[src/rtl/pdec_pkg.sv]
package pdec_pkg;
  typedef enum logic [1:0] {
    PK_NONE = 2'b00,
    PK_SET  = 2'b01,
    PK_CLR  = 2'b10,
    PK_BOTH = 2'b11
  } pulse_kind_e;
endpackage

[src/rtl/pdec_classify.sv]
module pdec_classify
  import pdec_pkg::*;
(
  input  logic        set_i,
  input  logic        clr_i,
  output pulse_kind_e kind_o,
  output logic        any_o
);
  always_comb begin
    unique case ({clr_i, set_i})
      2'b01:   kind_o = PK_SET;
      2'b10:   kind_o = PK_CLR;
      2'b11:   kind_o = PK_BOTH;
      default: kind_o = PK_NONE;
    endcase
  end
  assign any_o = set_i | clr_i;
endmodule

[src/rtl/pdec_watchdog.sv]
module pdec_watchdog #(
  parameter int unsigned TIMEOUT_CYC = 64
) (
  input  logic clk_i,
  input  logic rst_ni,
  input  logic pulse_i,
  output logic expire_o
);
  localparam int unsigned CW = $clog2(TIMEOUT_CYC + 1);
  localparam logic [CW-1:0] LIMIT = CW'(TIMEOUT_CYC);
  localparam logic [CW-1:0] LAST  = CW'(TIMEOUT_CYC - 1);

  logic [CW-1:0] cnt_q;

  // Saturated at reset so no strobe fires before the first pulse
  always_ff @(posedge clk_i or negedge rst_ni) begin
    if (!rst_ni)            cnt_q <= LIMIT;
    else if (pulse_i)       cnt_q <= '0;
    else if (cnt_q != LIMIT) cnt_q <= cnt_q + 1'b1;
  end

  assign expire_o = ~pulse_i & (cnt_q == LAST);
endmodule

[src/rtl/pdec_level.sv]
module pdec_level
  import pdec_pkg::*;
(
  input  logic        clk_i,
  input  logic        rst_ni,
  input  pulse_kind_e kind_i,
  input  logic        expire_i,
  output logic        level_o,
  output logic        valid_o
);
  always_ff @(posedge clk_i or negedge rst_ni) begin
    if (!rst_ni) begin
      level_o <= 1'b0;
      valid_o <= 1'b0;
    end else begin
      unique case (kind_i)
        PK_SET:  begin level_o <= 1'b1; valid_o <= 1'b1; end
        PK_CLR:  begin level_o <= 1'b0; valid_o <= 1'b1; end
        PK_BOTH: valid_o <= 1'b1;
        default: if (expire_i) begin
                   level_o <= 1'b0;
                   valid_o <= 1'b0;
                 end
      endcase
    end
  end
endmodule

[src/rtl/pulse_level_decoder.sv]
module pulse_level_decoder #(
  parameter int unsigned REFRESH_CYC  = 16,
  parameter int unsigned TIMEOUT_MULT = 4
) (
  input  logic clk_i,
  input  logic rst_ni,
  input  logic set_i,
  input  logic clr_i,
  output logic data_o,
  output logic link_ok_o
);
  import pdec_pkg::*;

  localparam int unsigned TIMEOUT_CYC = REFRESH_CYC * TIMEOUT_MULT;

  pulse_kind_e kind;
  logic        any_pulse;
  logic        expire;

  pdec_classify u_cls (
    .set_i  (set_i),
    .clr_i  (clr_i),
    .kind_o (kind),
    .any_o  (any_pulse)
  );

  pdec_watchdog #(.TIMEOUT_CYC(TIMEOUT_CYC)) u_wdg (
    .clk_i    (clk_i),
    .rst_ni   (rst_ni),
    .pulse_i  (any_pulse),
    .expire_o (expire)
  );

  pdec_level u_lvl (
    .clk_i    (clk_i),
    .rst_ni   (rst_ni),
    .kind_i   (kind),
    .expire_i (expire),
    .level_o  (data_o),
    .valid_o  (link_ok_o)
  );
endmodule

[config.mk]
export PLATFORM = sky130hd
export DESIGN_NAME = pulse_level_decoder
export DESIGN_NICKNAME = d
export VERILOG_FILES = /design/src/rtl/pdec_pkg.sv /design/src/rtl/pdec_classify.sv /design/src/rtl/pdec_watchdog.sv /design/src/rtl/pdec_level.sv /design/src/rtl/pulse_level_decoder.sv
export SDC_FILE = /design/constraint.sdc
export NUM_CORES = 1
export LEC_CHECK = 0
export BUFFER_PORTS_ARGS = -buffer_cell sky130_fd_sc_hd__buf_2
export CAP_MARGIN = 20
export CORE_AREA = 2 2 39 41
export CTS_CLUSTER_DIAMETER = 100
export DETAILED_ROUTE_END_ITERATION = 8
export DIE_AREA = 0 0 41 43
export PLACE_DENSITY_LB_ADDON = 0.3
export SYNTH_ARGS = -nofsm -noshare
export SYNTH_HDL_FRONTEND = slang
export SYNTH_SLANG_ARGS = --single-unit
[constraint.sdc]
create_clock -name clk_i -period 1.9 [get_ports clk_i]
set_input_delay 0.38 -clock clk_i [delete_from_list [all_inputs] [get_ports clk_i]]
set_output_delay 0.38 -clock clk_i [all_outputs]
set_load 0.05 [all_outputs]
* Word level (Yosys, flattened, before mapping)
Index checks and enable logic that the tools add are counted.
** Operators by class
- Reductions and logical operators :: 5
- Equal/unequal tests :: 8
- Mux-type cells :: 6
- Add/subtract/negate cells :: 1
- Bitwise operators :: 4
** Operator list (count)
- $mux W7 :: 2
- $eq A2 B2 Y1 const B :: 4
- $add A7 B1 Y7 const B :: 1
- $eq A7 B6 Y1 const B :: 1
- $ne A7 B7 Y1 const B :: 1
- $pmux W2 S3 :: 1
- $eq A2 B1 Y1 const B :: 2
- $reduce_bool A2 Y1 :: 2
- $pmux W1 S3 :: 1
- $reduce_bool A3 Y1 :: 1
- $reduce_or A3 Y1 :: 1
- $mux W1 :: 2
- $not A1 Y1 :: 2
- $reduce_and A2 Y1 :: 1
- $and A1 B1 Y1 :: 1
- $or A1 B1 Y1 :: 1
** Word-level totals
- Word-level logic and storage cells :: 27
- Input bits :: 4
- Output and inout port bits :: 2
- Flip-flop bits (word level) :: 9

* Longest topological paths before layout
Gate-level depths: netlist (run 1).
- Word-level depth :: 5
- Mapped depth :: 5
- Gate-level depth less buffers :: 5

* Hierarchy
Synthesis (run 1) repeated with hierarchy kept, for this count alone.
** Second synthesis, totals
- Cells, all modules :: 51
- Area, all modules :: 484.2 sq um
** By module, submodules not included
- pdec_watchdog :: times used 1, seq. area each 176.4 sq um, area each 389.1 sq um, cells each 40
- pdec_level :: times used 1, seq. area each 50.0 sq um, area each 81.3 sq um, cells each 8
- pdec_classify :: times used 1, seq. area each 0.0 sq um, area each 13.8 sq um, cells each 3

* Worst setup path after synthesis (run 1)
OpenSTA, ideal clock, no wires.
- Path kind :: input to register
- From :: input port clr_i
- To :: register u_lvl.level_o
- Data arrival time :: 1.188 ns
- Path buffers :: 0
- Setup time :: 0.125 ns
- Data required time :: 1.775 ns
- Cell stages on the path :: 5
- Setup slack :: 0.587 ns
- Cells stage by stage :: inv_1 -> ha_1 -> inv_1 -> o22ai_1 -> mux2_2
** Between the ends
- Cells in the longest elaborated chain, start to end :: 5
- Elaborated cells between the ends (all ways) :: 14
- Classes of those cells :: eq/ne (6); mux (2); bitwise (4); reduce/logical (2)
** RTL lines
- start: declaration :: RTL line pulse_level_decoder.sv:8 : input logic clr_i,
- $eq A2 B2 Y1 (tied with other cells) :: RTL line pdec_classify.sv:10 : unique case ({clr_i, set_i})
- $pmux W2 S3 / $not A1 Y1 (equally long branches) :: RTL line pdec_classify.sv:10, pdec_watchdog.sv:22
- $eq A2 B1 Y1 (tied with other cells) :: RTL line pdec_level.sv:16 : unique case (kind_i)
- $reduce_bool A3 Y1 (no source line) / $not A1 Y1 (equally long branches)
- $reduce_and A2 Y1 (no source line)
- end signal: assignment :: RTL line pdec_level.sv:17 : PK_SET: begin level_o <= 1'b1; valid_o <= 1'b1; end
- end signal: assignment :: RTL line pdec_level.sv:18 : PK_CLR: begin level_o <= 1'b0; valid_o <= 1'b1; end
- end signal: assignment :: RTL line pdec_level.sv:21 : level_o <= 1'b0;
- end: declaration :: RTL line pdec_level.sv:8 : output logic level_o,
Several ways; a longest one is shown, not always the timed one.
A chain may end at the register's enable or synchronous reset.

* Worst setup path after layout (run 1)
- From :: register u_wdg.cnt_q[1]
- To :: register u_lvl.level_o
** Between the ends
- Cells in the longest elaborated chain, start to end :: 4
** RTL lines
- start: declaration :: RTL line pdec_watchdog.sv:13 : logic [CW-1:0] cnt_q;
- start signal: assignment :: RTL line pdec_watchdog.sv:19 : else if (cnt_q != LIMIT) cnt_q <= cnt_q + 1'b1;
- $eq A7 B6 Y1 :: RTL line pdec_watchdog.sv:22 : assign expire_o = ~pulse_i & (cnt_q == LAST);
- $and A1 B1 Y1 :: RTL line pdec_watchdog.sv:22
- $reduce_bool A3 Y1 (no source line)
- $reduce_and A2 Y1 (no source line)
- end signal: assignment :: RTL line pdec_level.sv:13 : level_o <= 1'b0;
- end signal: assignment :: RTL line pdec_level.sv:17
- end signal: assignment :: RTL line pdec_level.sv:18
No other way between the ends.

==> load_flow_metrics.sql, run 1 <==
INSERT INTO impl_metrics (metric_group, metric, value, unit) VALUES
('final_layout', 'area_delta_synth_final', '15.26', '%'),
('final_layout', 'finalCoreUtilization', '44.39', '%'),
('drt', 'detail_route.wirelength', '965', 'um'),
('setup_path', 'timing.rr.start', 'u_wdg.cnt_q[1]', ''),
('sta', 'rsz0062_at_grt', 'false', ''),
('global_routing', 'global_route_wire_length_before_repair', '1759', 'um'),
('setup_path', 'critical-path-top-delay-family', 'flip-flops', ''),
('die', 'dieHeight', '43', 'um'),
('sta', 'finalMaxSlewViolations', '0', ''),
('drt', 'drc', '0', ''),
('setup_path', 'worstSetupEndpointType', 'register', ''),
('sta', 'final-setup-viol-count', '0', ''),
('clocking', 'cts_root_buf', 'clkbuf_4', ''),
('sta', 'layout_min_cycle_time', '1466', 'ps'),
('flow_run', 'cap_violations', '0', ''),
('setup_path', 'worstSetupStartpointType', 'register', ''),
('sta', 'skew', '3.256', 'ps'),
('power_and_ir_drop', 'seq_power_share', '50.3', '%'),
('drt', 'first_iter_violations', '3', ''),
('die', 'die_area', '1763', 'um^2'),
('setup_path', 'crit_required', '2050', 'ps'),
('status', 'outcome', 'complete, no violations', ''),
('power_and_ir_drop', 'cellLeakagePower', '0.2678', 'nW'),
('die', 'die-width', '41', 'um'),
('global_routing', 'overflow', '0', ''),
('final_layout', 'filler_cell_count', '143', ''),
('power_and_ir_drop', 'vdd_ir_drop_max', '0.3780', 'mV'),
('placed_design', 'portBuffers', '5', ''),
('clocking', 'htree_levels', '1', ''),
('setup_path', 'timing.critical_path.buf_inv', '0', ''),
('synth', 'ys_seq_area_share', '42.49', '%'),
('drt', 'drt_pre_antenna_iters', '2', ''),
('die', 'core_area', '1384', 'um^2'),
('power_and_ir_drop', 'internal-power', '0.2966', 'mW'),
('sta', 'max_freq', '0.6819', 'GHz'),
('power_and_ir_drop', 'switchingPower', '0.1033', 'mW'),
('sta', 'slew_headroom', '71.16', '%'),
('sta', 'setup_total_negative_slack', '0', 'ps'),
('clocking', 'clock_tree_from_tritoncts', 'done', ''),
('synth', 'synthCells', '52', ''),
('synth', 'post_synth.cell_area_avg', '10.25', 'um^2'),
('final_layout', 'nNetsFinal', '73', ''),
('die', 'rows', '14', ''),
('drt', 'ant_nets', '0', ''),
('power_and_ir_drop', 'share_comb_of_total_power', '12.7', '%'),
('placed_design', 'place.gp.congestion', '0.6766', ''),
('global_routing', 'maximum_number_of_pins_on_one_net_before_global_route_repair', '10', ''),
('synth', 'post_synth_num_cell_types', '21', ''),
('clocking', 'clk_lat_worst_skew', '260', 'ps'),
('placed_design', 'placedInstanceArea', '578.1', 'um^2'),
('sta', 'share_of_the_cycle_needed_by_the_critical_path_after_routing', '77.18', '%'),
('die', 'initial_core_utilization', '38.52', '%'),
('power_and_ir_drop', 'p_total', '0.4000', 'mW'),
('setup_path', 'critical_path.max_fanout', '5', ''),
('clocking', 'cts_setup_buffers', '0', ''),
('setup_path', 'worstPathArrival', '1610', 'ps'),
('clocking', 'worst_setup_hold_path_clk_slew', '60', 'ps'),
('setup_path', 'crit_path_start', 'u_wdg.cnt_q[1]', ''),
('power_and_ir_drop', 'power_per_cell_area', '651.0', 'nW/um^2'),
('clocking', 'clock_path_buffers', '2', ''),
('clocking', 'post_cts_resize_count', '0', ''),
('final_layout', 'diodes', '0', ''),
('final_layout', 'postLayoutCellArea', '614.3', 'um^2'),
('placed_design', 'hpwl', '731.5', 'um'),
('clocking', 'clock_sinks', '9', ''),
('die', 'ioPinCount', '6', ''),
('power_and_ir_drop', 'power.share.switching', '25.83', '%'),
('drt', 'drt-wirelength-per-cell', '12.37', 'um'),
('synth', 'syn_area', '533.0', 'um^2'),
('setup_path', 'crit_chain', 'ha_1, nand4b_1, o22ai_1, mux2_2', ''),
('clocking', 'cts_inserted_buffers', '3', '');
-- worst paths after layout --
path                                       end  slack [ps]  cells after the start
worst max register to register   u_lvl.level_o         430                      4
worst min-delay path            u_wdg.cnt_q[1]         500                      2
worst max-delay path             u_lvl.level_o         430                      4
min in group clk_i               u_lvl.level_o         510                      1
worst min register to register   u_lvl.level_o         510                      1
max in group asynchronous       u_wdg.cnt_q[6]        1150                      2
-- flip-flops by register name (all words and copies together), names as in the netlist --
register and cells:
u_lvl.valid_o 1, u_lvl.level_o 1, u_wdg.cnt_q 7
-- through the flow --
stage          instances  hold WS, ps  setup slack [ps]
3_3_place_gp          73        243.1             402.8
3_5_place_dp          73        246.3             381.2
2_1_floorplan         52        84.41             586.9
5_1_grt               78        532.4             265.7
6_report              78        500.2             433.6
4_1_cts               78        500.1             444.3
-- per-layer routing --
metal / global-route usage [%] / part of all wire [%]
met1: 20.66 / 49
met4: 10.00 / 2.8
met2: 20.31 / 44
met3: 3.141 / 3.7
met5: 0 / 0
-- Yosys cell counts --
cell type,instances,share of area [%]
a211oi_1,1,1.4
a21bo_1,1,1.9
a21oi_1,4,3.8
dfrtp_1,8,38
dfstp_2,1,4.9
ha_1,6,14
inv_1,6,4.2
mux2_2,1,2.1
nand2_1,3,2.1
nand3_1,4,3.8
nand3_2,1,1.9
nand4b_1,2,3.3
nor2_1,2,1.4
nor2b_1,1,1.2
nor3b_2,1,2.3
nor4b_2,1,2.8
o21ai_0,3,2.8
o22ai_1,1,1.2
or3_1,2,2.3
xnor2_1,1,1.6
xor2_1,2,3.3
-- cells by family after synthesis --
kind of cell | count (synthesis) | synth area share (%)
and+or+nand+nor | 17 | 21.13
muxes | 1 | 2.113
xor gates and xnor gates | 3 | 4.930
DFF | 9 | 42.49
AOI/OAI and AO/OA | 10 | 11.03
adders and majority gates | 6 | 14.08
buffers and inverters | 6 | 4.225
-- power groups by stage --
stage | Clock, mW | Sequential (mW) | Combinational (mW)
after floorplan | 0 | 0.215 | 0.0228
after global placement | 0 | 0.204 | 0.0491
after detailed placement | 0 | 0.205 | 0.0500
after CTS | 0.154 | 0.201 | 0.0517
after global routing | 0.166 | 0.202 | 0.0577
final | 0.148 | 0.201 | 0.0507
-- layout make-up --
type | count | area (um^2) | area share (%)
Multi-Input combinational cell | 37 | 284.0 | 46.23
Inverter | 6 | 22.52 | 3.666
Timing Repair Buffer | 6 | 35.03 | 5.703
Clock buffer | 4 | 26.28 | 4.277
Sequential cell | 9 | 226.5 | 36.86
Tap cell | 16 | 20.02 | 3.259
-- cells in the final DEF, fill, tap and decap left out, drive strengths merged, types with 2 or more instances in the layout --
cell type	instances
or3	2
o21ai	3
dfrtp	8
inv	6
xor2	2
ha	6
nand3	5
clkbuf	4
buf	5
nand4b	2
nand2	3
nor2	2
a21oi	4
Power figures use the tool's default switching activity.
==> run 2, diff against run 1 <==
==> constraint.sdc (replaced) <==
create_clock -name clk_i -period 1.4 [get_ports clk_i]
set_input_delay 0.28 -clock clk_i [delete_from_list [all_inputs] [get_ports clk_i]]
set_output_delay 0.28 -clock clk_i [all_outputs]
set_load 0.05 [all_outputs]
==> run 2 against run 1 <==
Against the previous run: clock skew grew 0.84 ps; power rose by 41%; sequential power rose by 36%; core utilization is 4.2 points higher; sequential share of layout area decreased by 3.2 points; wire length up 9.4%; hold slack worse by 99 ps; fmax up 7.5%; register-to-register slack lost 400 ps; critical path depth is 1 higher; global-route usage increased by 1.2 points; critical endpoint is now u_wdg.cnt_q[0].
==> load_flow_metrics.sql, run 2 (synthesis results as in run 1) <==
INSERT INTO impl_metrics (metric_group, metric, value, unit) VALUES
('status', 'outcome', 'complete, no violations', ''),
('drt', 'drc', '0', ''),
('sta', 'timing.hold.ws', '400.7', 'ps'),
('power_and_ir_drop', 'cellLeakagePower', '0.3076', 'nW'),
('die', 'ioPinCount', '6', ''),
('drt', 'drt-vias-per-instance', '5.107', ''),
('die', 'core_area', '1384', 'um^2'),
('clocking', 'clock_path_buffers', '2', ''),
('drt', 'ant_nets', '0', ''),
('setup_path', 'worstSetupStartpointType', 'register', ''),
('sta', 'finalMaxSlewViolations', '0', ''),
('placed_design', 'place.gp.congestion', '0.7023', ''),
('flow_run', 'cap_violations', '0', ''),
('sta', 'share_of_the_cycle_needed_by_the_critical_path_after_routing', '97.48', '%'),
('drt', 'first_iter_violations', '8', ''),
('sta', 'slew_headroom', '76.15', '%'),
('clocking', 'clock_tree_from_tritoncts', 'done', ''),
('setup_path', 'class_of_the_most_critical_setup_path', 'register to register', ''),
('final_layout', 'area_delta_synth_final', '26.06', '%'),
('final_layout', 'filler_cell_count', '137', ''),
('final_layout', 'sequential_area', '226.5', 'um^2'),
('drt', 'drt_pre_antenna_iters', '4', ''),
('clocking', 'worst_setup_hold_path_clk_slew', '60', 'ps'),
('die', 'die_area', '1763', 'um^2'),
('setup_path', 'critPathMaxStageDelay', '410', 'ps'),
('clocking', 'cts_root_buf', 'clkbuf_4', ''),
('final_layout', 'drive_above_1_share', '30.88', '%'),
('power_and_ir_drop', 'vdd_ir_drop_max', '0.4570', 'mV'),
('sta', 'report.final.hold_viol_count', '0', ''),
('sta', 'skew', '4.096', 'ps'),
('sta', 'layout_min_cycle_time', '1365', 'ps'),
('global_routing', 'global_route_wire_length_before_repair', '1842', 'um'),
('global_routing', 'maximum_number_of_pins_on_one_net_before_global_route_repair', '10', ''),
('drt', 'drt-wirelength-per-cell', '12.57', 'um'),
('setup_path', 'timing.rr.start', 'u_wdg.cnt_q[0]', ''),
('setup_path', 'critical_path.max_fanout', '5', ''),
('global_routing', 'grt_antenna_before_repair', '0', ''),
('final_layout', 'largest_reg_flops', '7', ''),
('final_layout', 'most-common-layout-cells', 'dfrtp_1 (8), ha_1 (6), buf_4 (6)', ''),
('clocking', 'clk_lat_worst_skew', '260', 'ps'),
('final_layout', 'multiInputGateArea', '296.5', 'um^2'),
('setup_path', 'crit_chain', 'inv_2, ha_1, nor4b_4, nand3_1, nor3b_2', ''),
('placed_design', 'placedInstanceArea', '615.6', 'um^2'),
('setup_path', 'crit_path_start', 'u_wdg.cnt_q[0]', ''),
('power_and_ir_drop', 'power_per_cell_area', '836.4', 'nW/um^2'),
('final_layout', 'reg_top3', 'u_wdg.cnt_q (7), u_lvl.level_o (1), u_lvl.valid_o (1)', ''),
('final_layout', 'postLayoutCellArea', '671.9', 'um^2'),
('global_routing', 'first_global_vias', '434', ''),
('final_layout', 'finalCoreUtilization', '48.55', '%'),
('die', 'rows', '14', ''),
('clocking', 'cts_inserted_buffers', '3', ''),
('clocking', 'clock_sinks', '9', ''),
('global_routing', 'gr-usage-all-layers', '16.26', '%'),
('placed_design', 'hpwl', '772.9', 'um'),
('setup_path', 'worstPathArrival', '1510', 'ps'),
('clocking', 'htree_levels', '1', ''),
('global_routing', 'overflow', '0', ''),
('sta', 'final-setup-viol-count', '0', ''),
('die', 'die-width', '41', 'um'),
('sta', 'max_freq', '0.7328', 'GHz'),
('drt', 'total_via_count_after_detailed_routing', '429', ''),
('setup_path', 'worstSetupEndpointType', 'register', ''),
('final_layout', 'registers.top_by_ff_count', 'u_wdg.cnt_q', ''),
('setup_path', 'crit_path_top_delay_cell', 'dfrtp_1', ''),
('placed_design', 'dp_worst_setup_slack', '-48.38', 'ps'),
('final_layout', 'nNetsFinal', '79', ''),
('final_layout', 'layout_commonest_cell', 'dfrtp_1', ''),
('final_layout', 'diodes', '0', ''),
('min_path', 'hold_path_class', 'input pin to async pin', ''),
('setup_path', 'crit_required', '1540', 'ps'),
('sta', 'worst_slack', '35.34', 'ps'),
('sta', 'rsz0062_at_grt', 'true', ''),
('die', 'initial_core_utilization', '38.52', '%'),
('placed_design', 'portBuffers', '5', ''),
('sta', 'worst_slew_pin_slew', '356.2', 'ps'),
('die', 'dieHeight', '43', 'um'),
('drt', 'detail_route.wirelength', '1056', 'um');
[run 2: final cells by class]
cell class	count	area share, %
repair buffers	12	11.92
clock buffers	4	3.911
inverters	6	3.352
multi-input cells	37	44.13
flip-flops and latches	9	33.71
well taps	16	2.980
[run 2: worst max-delay path, delay by kind of cell (launching register included)]
family	cells	cell delay (ps)
AND/OR/NAND/NOR	3	630
flip-flops	1	410
adder cells (fa/ha/maj)	1	140
buffers and inverters	1	70
[run 2: worst paths after layout]
path                             endpoint  slack, ps  cells after the start
max                        u_wdg.cnt_q[0]         40                      5
min                        u_wdg.cnt_q[2]        400                      2
max reg2reg                u_wdg.cnt_q[0]         40                      5
min reg2reg                 u_lvl.valid_o        510                      2
max in group asynchronous  u_wdg.cnt_q[6]        750                      2
min in group clk_i          u_lvl.level_o        420                      3
[run 2: layer usage]
layer	GRT usage, %	vias to the layer above	part of all wire [%]
met5	0	-	0
met4	12.00	0	2.9
met3	4.712	4	3.1
met2	21.56	8	45
met1	21.31	205	49
li1	-	212	-
[run 2: timing repair]
action,in CTS,in global routing
pin swaps,0,1
setup buffers,0,1
hold buffers,1,0
resized for setup,1,2
hold endpoints to repair,8,0
setup endpoints to repair,1,5
[run 2: where the power goes]
| group | total [mW] | internal, mW | switching (mW) |
|---|---|---|---|
| Sequential | 0.273 | 0.267 | 0.00573 |
| Clock | 0.204 | 0.110 | 0.0940 |
| Combinational | 0.0850 | 0.0372 | 0.0478 |
| Total | 0.562 | 0.414 | 0.148 |
[run 2: stage by stage]
step	std cells	total power [mW]	setup TNS, ps
floorplan	52	0.3229	0
global placement	78	0.3536	0
detailed placement	78	0.3556	-71.08
CTS	83	0.5679	0
global route	84	0.5991	-116.6
finish	84	0.5620	0
==> run 3, diff against run 2 <==
--- a/config.mk
+++ b/config.mk
@@ -11,6 +11,7 @@
 export CTS_CLUSTER_DIAMETER = 100
 export DETAILED_ROUTE_END_ITERATION = 8
 export DIE_AREA = 0 0 41 43
+export GPL_ROUTABILITY_DRIVEN = 0
 export PLACE_DENSITY_LB_ADDON = 0.3
 export SYNTH_ARGS = -nofsm -noshare
 export SYNTH_HDL_FRONTEND = slang
==> constraint.sdc (replaced) <==
create_clock -name clk_i -period 1.14 [get_ports clk_i]
set_input_delay 0.228 -clock clk_i [delete_from_list [all_inputs] [get_ports clk_i]]
set_output_delay 0.228 -clock clk_i [all_outputs]
set_load 0.05 [all_outputs]
==> run 3 against run 2 <==
Against the previous run: the run now ends with setup timing left; non-clock buffer count grew 3; critical path depth shrank 1; sequential share of layout area shrank 2.7 points; clock power grew 23%; via count is the same; power grew 24%; combinational power grew 35%; first-iteration DRC count is the same; largest power group unchanged; setup slack lost 250 ps; core utilization grew 4.2 points; fmax grew 1.1%; critical endpoint is now u_lvl.level_o.
==> load_flow_metrics.sql, run 3 (synthesis results as in run 1) <==
INSERT INTO impl_metrics (metric_group, metric, value, unit) VALUES
('clocking', 'clock_path_buffers', '2', ''),
('sta', 'share_of_the_cycle_needed_by_the_critical_path_after_routing', '118.4', '%'),
('sta', 'worst_slew_pin_slew', '341.5', 'ps'),
('placed_design', 'portBuffers', '5', ''),
('sta', 'max_freq', '0.7407', 'GHz'),
('clocking', 'clock_sinks', '9', ''),
('die', 'initial_core_utilization', '38.52', '%'),
('setup_path', 'crit_path_top_delay_cell', 'dfrtp_1', ''),
('die', 'die-width', '41', 'um'),
('sta', 'slew_headroom', '77.14', '%'),
('setup_path', 'crit_chain', 'ha_2, nand4b_1, o22ai_1, mux2_2', ''),
('setup_path', 'critical-path-top-delay-family', 'flip-flops', ''),
('final_layout', 'nNetsFinal', '82', ''),
('flow_run', 'cap_violations', '0', ''),
('power_and_ir_drop', 'vdd_ir_drop_max', '0.5721', 'mV'),
('clocking', 'worst_setup_hold_path_clk_slew', '60', 'ps'),
('power_and_ir_drop', 'switchingPower', '0.1839', 'mW'),
('power_and_ir_drop', 'share_comb_of_total_power', '16.4', '%'),
('clocking', 'cts_root_buf', 'clkbuf_4', ''),
('sta', 'skew', '3.895', 'ps'),
('global_routing', 'gr-usage-all-layers', '15.27', '%'),
('drt', 'detail_route.wirelength', '1126', 'um'),
('drt', 'drc', '0', ''),
('drt', 'ant_nets', '0', ''),
('sta', 'timing.hold.ws', '347.6', 'ps'),
('sta', 'finalMaxSlewViolations', '0', ''),
('die', 'rows', '14', ''),
('sta', 'worst_slack', '-210.1', 'ps'),
('setup_path', 'timing.critical_path.buf_inv', '0', ''),
('status', 'failed_checks', 'setup timing', ''),
('setup_path', 'critPathMaxStageDelay', '410', 'ps'),
('setup_path', 'worstPathArrival', '1490', 'ps'),
('clocking', 'clock_tree_from_tritoncts', 'done', ''),
('global_routing', 'first_global_vias', '429', ''),
('global_routing', 'maximum_number_of_pins_on_one_net_before_global_route_repair', '10', ''),
('final_layout', 'reg_top3', 'u_wdg.cnt_q (7), u_lvl.level_o (1), u_lvl.valid_o (1)', ''),
('global_routing', 'global_route_wire_length_before_repair', '1773', 'um'),
('sta', 'rsz0062_at_grt', 'true', ''),
('power_and_ir_drop', 'cellLeakagePower', '0.3241', 'nW'),
('die', 'dieHeight', '43', 'um'),
('drt', 'total_via_count_after_detailed_routing', '429', ''),
('final_layout', 'drive_above_1_share', '42.25', '%'),
('setup_path', 'class_of_the_most_critical_setup_path', 'register to register', ''),
('final_layout', 'largest_reg_flops', '7', ''),
('setup_path', 'crit_required', '1280', 'ps'),
('power_and_ir_drop', 'power_per_cell_area', '957.4', 'nW/um^2'),
('clocking', 'cts_inserted_buffers', '3', ''),
('die', 'core_area', '1384', 'um^2'),
('power_and_ir_drop', 'seq_power_share', '47.8', '%'),
('die', 'die_area', '1763', 'um^2'),
('sta', 'layout_min_cycle_time', '1350', 'ps'),
('power_and_ir_drop', 'share_clk_of_total_power', '35.8', '%'),
('final_layout', 'diodes', '0', ''),
('drt', 'drt-wirelength-per-cell', '12.94', 'um'),
('sta', 'report.final.hold_viol_count', '0', ''),
('global_routing', 'grt_antenna_before_repair', '0', ''),
('global_routing', 'overflow', '0', ''),
('drt', 'first_iter_violations', '8', ''),
('final_layout', 'area_delta_synth_final', '37.09', '%'),
('placed_design', 'hpwl', '816.1', 'um'),
('final_layout', 'registers.top_by_ff_count', 'u_wdg.cnt_q', ''),
('setup_path', 'worstSetupEndpointType', 'register', ''),
('setup_path', 'critical_path.max_fanout', '3', ''),
('placed_design', 'dp_worst_setup_slack', '-199.2', 'ps'),
('clocking', 'clk_lat_worst_skew', '260', 'ps'),
('sta', 'final-setup-viol-count', '7', ''),
('final_layout', 'most-common-layout-cells', 'dfrtp_1 (8), buf_4 (7), buf_2 (5)', ''),
('status', 'outcome', 'complete, but fails checks', ''),
('final_layout', 'layout_commonest_cell', 'dfrtp_1', ''),
('setup_path', 'worstSetupStartpointType', 'register', ''),
('drt', 'drt-vias-per-instance', '4.931', ''),
('power_and_ir_drop', 'power.share.switching', '26.30', '%'),
('clocking', 'htree_levels', '1', ''),
('power_and_ir_drop', 'internal-power', '0.5156', 'mW'),
('die', 'ioPinCount', '6', ''),
('min_path', 'hold_path_class', 'input pin to async pin', ''),
('drt', 'drt_pre_antenna_iters', '3', '');
==> run 3: path summary, 6_finish.rpt <==
check | from | endpoint | slack (ps) | depth (start not counted)
min reg2reg | u_lvl.level_o | u_lvl.level_o | 500 | 1
max in group asynchronous | rst_ni | u_wdg.cnt_q[6] | 550 | 2
min | rst_ni | u_wdg.cnt_q[1] | 350 | 2
min in group clk_i | clr_i | u_lvl.valid_o | 370 | 4
max | u_wdg.cnt_q[0] | u_lvl.level_o | -210 | 4
max reg2reg | u_wdg.cnt_q[0] | u_lvl.level_o | -210 | 4
==> run 3: stage by stage <==
step	std cells	power, mW	TNS, ps	instance area [um^2]	util, %
after floorplan	52	0.4002	-241.0	544.3	-
after global placement	81	0.4428	-777.0	649.4	46.93
after detailed placement	81	0.4458	-811.4	649.4	46.93
after CTS	86	0.7038	-916.2	694.4	50.18
after global routing	87	0.7481	-1568	730.7	52.80
final	87	0.6996	-1085	730.7	52.80
==> run 3: power by group through the flow <==
stage                     Combinational [mW]  Sequential [mW]  Clock (mW)
after floorplan                       0.0411            0.359           0
after global placement                 0.103            0.340           0
after detailed placement               0.106            0.340           0
after CTS                              0.109            0.334       0.260
after global routing                   0.129            0.335       0.284
final                                  0.115            0.334       0.250
==> run 3: repair_timing <==
| action | 4_1_cts | 5_1_grt |
|---|---|---|
| pin swaps | 1 | 5 |
| endpoints found under the hold margin | 8 | 0 |
| setup endpoints to repair | 7 | 7 |
| resized for setup | 2 | 7 |
| setup buffers | 0 | 1 |
| hold buffers | 1 | 0 |
==> run 3: layer usage <==
layer / routed length (um) / global-route usage (%) / vias up
met5: 0 / 0 / -
met4: 0 / 6.000 / 0
met3: 23 / 6.283 / 0
met2: 580 / 22.50 / 5
met1: 522 / 19.08 / 207
li1: - / - / 217
==> run 3: final cells by class <==
class	instances	area, um^2
clock buffers	4	26.28
repair buffers	15	110.1
multi-input cells	37	325.3
fillers	125	653.1
flip-flops and latches	9	226.5
well taps	16	20.02
inverters	6	22.52
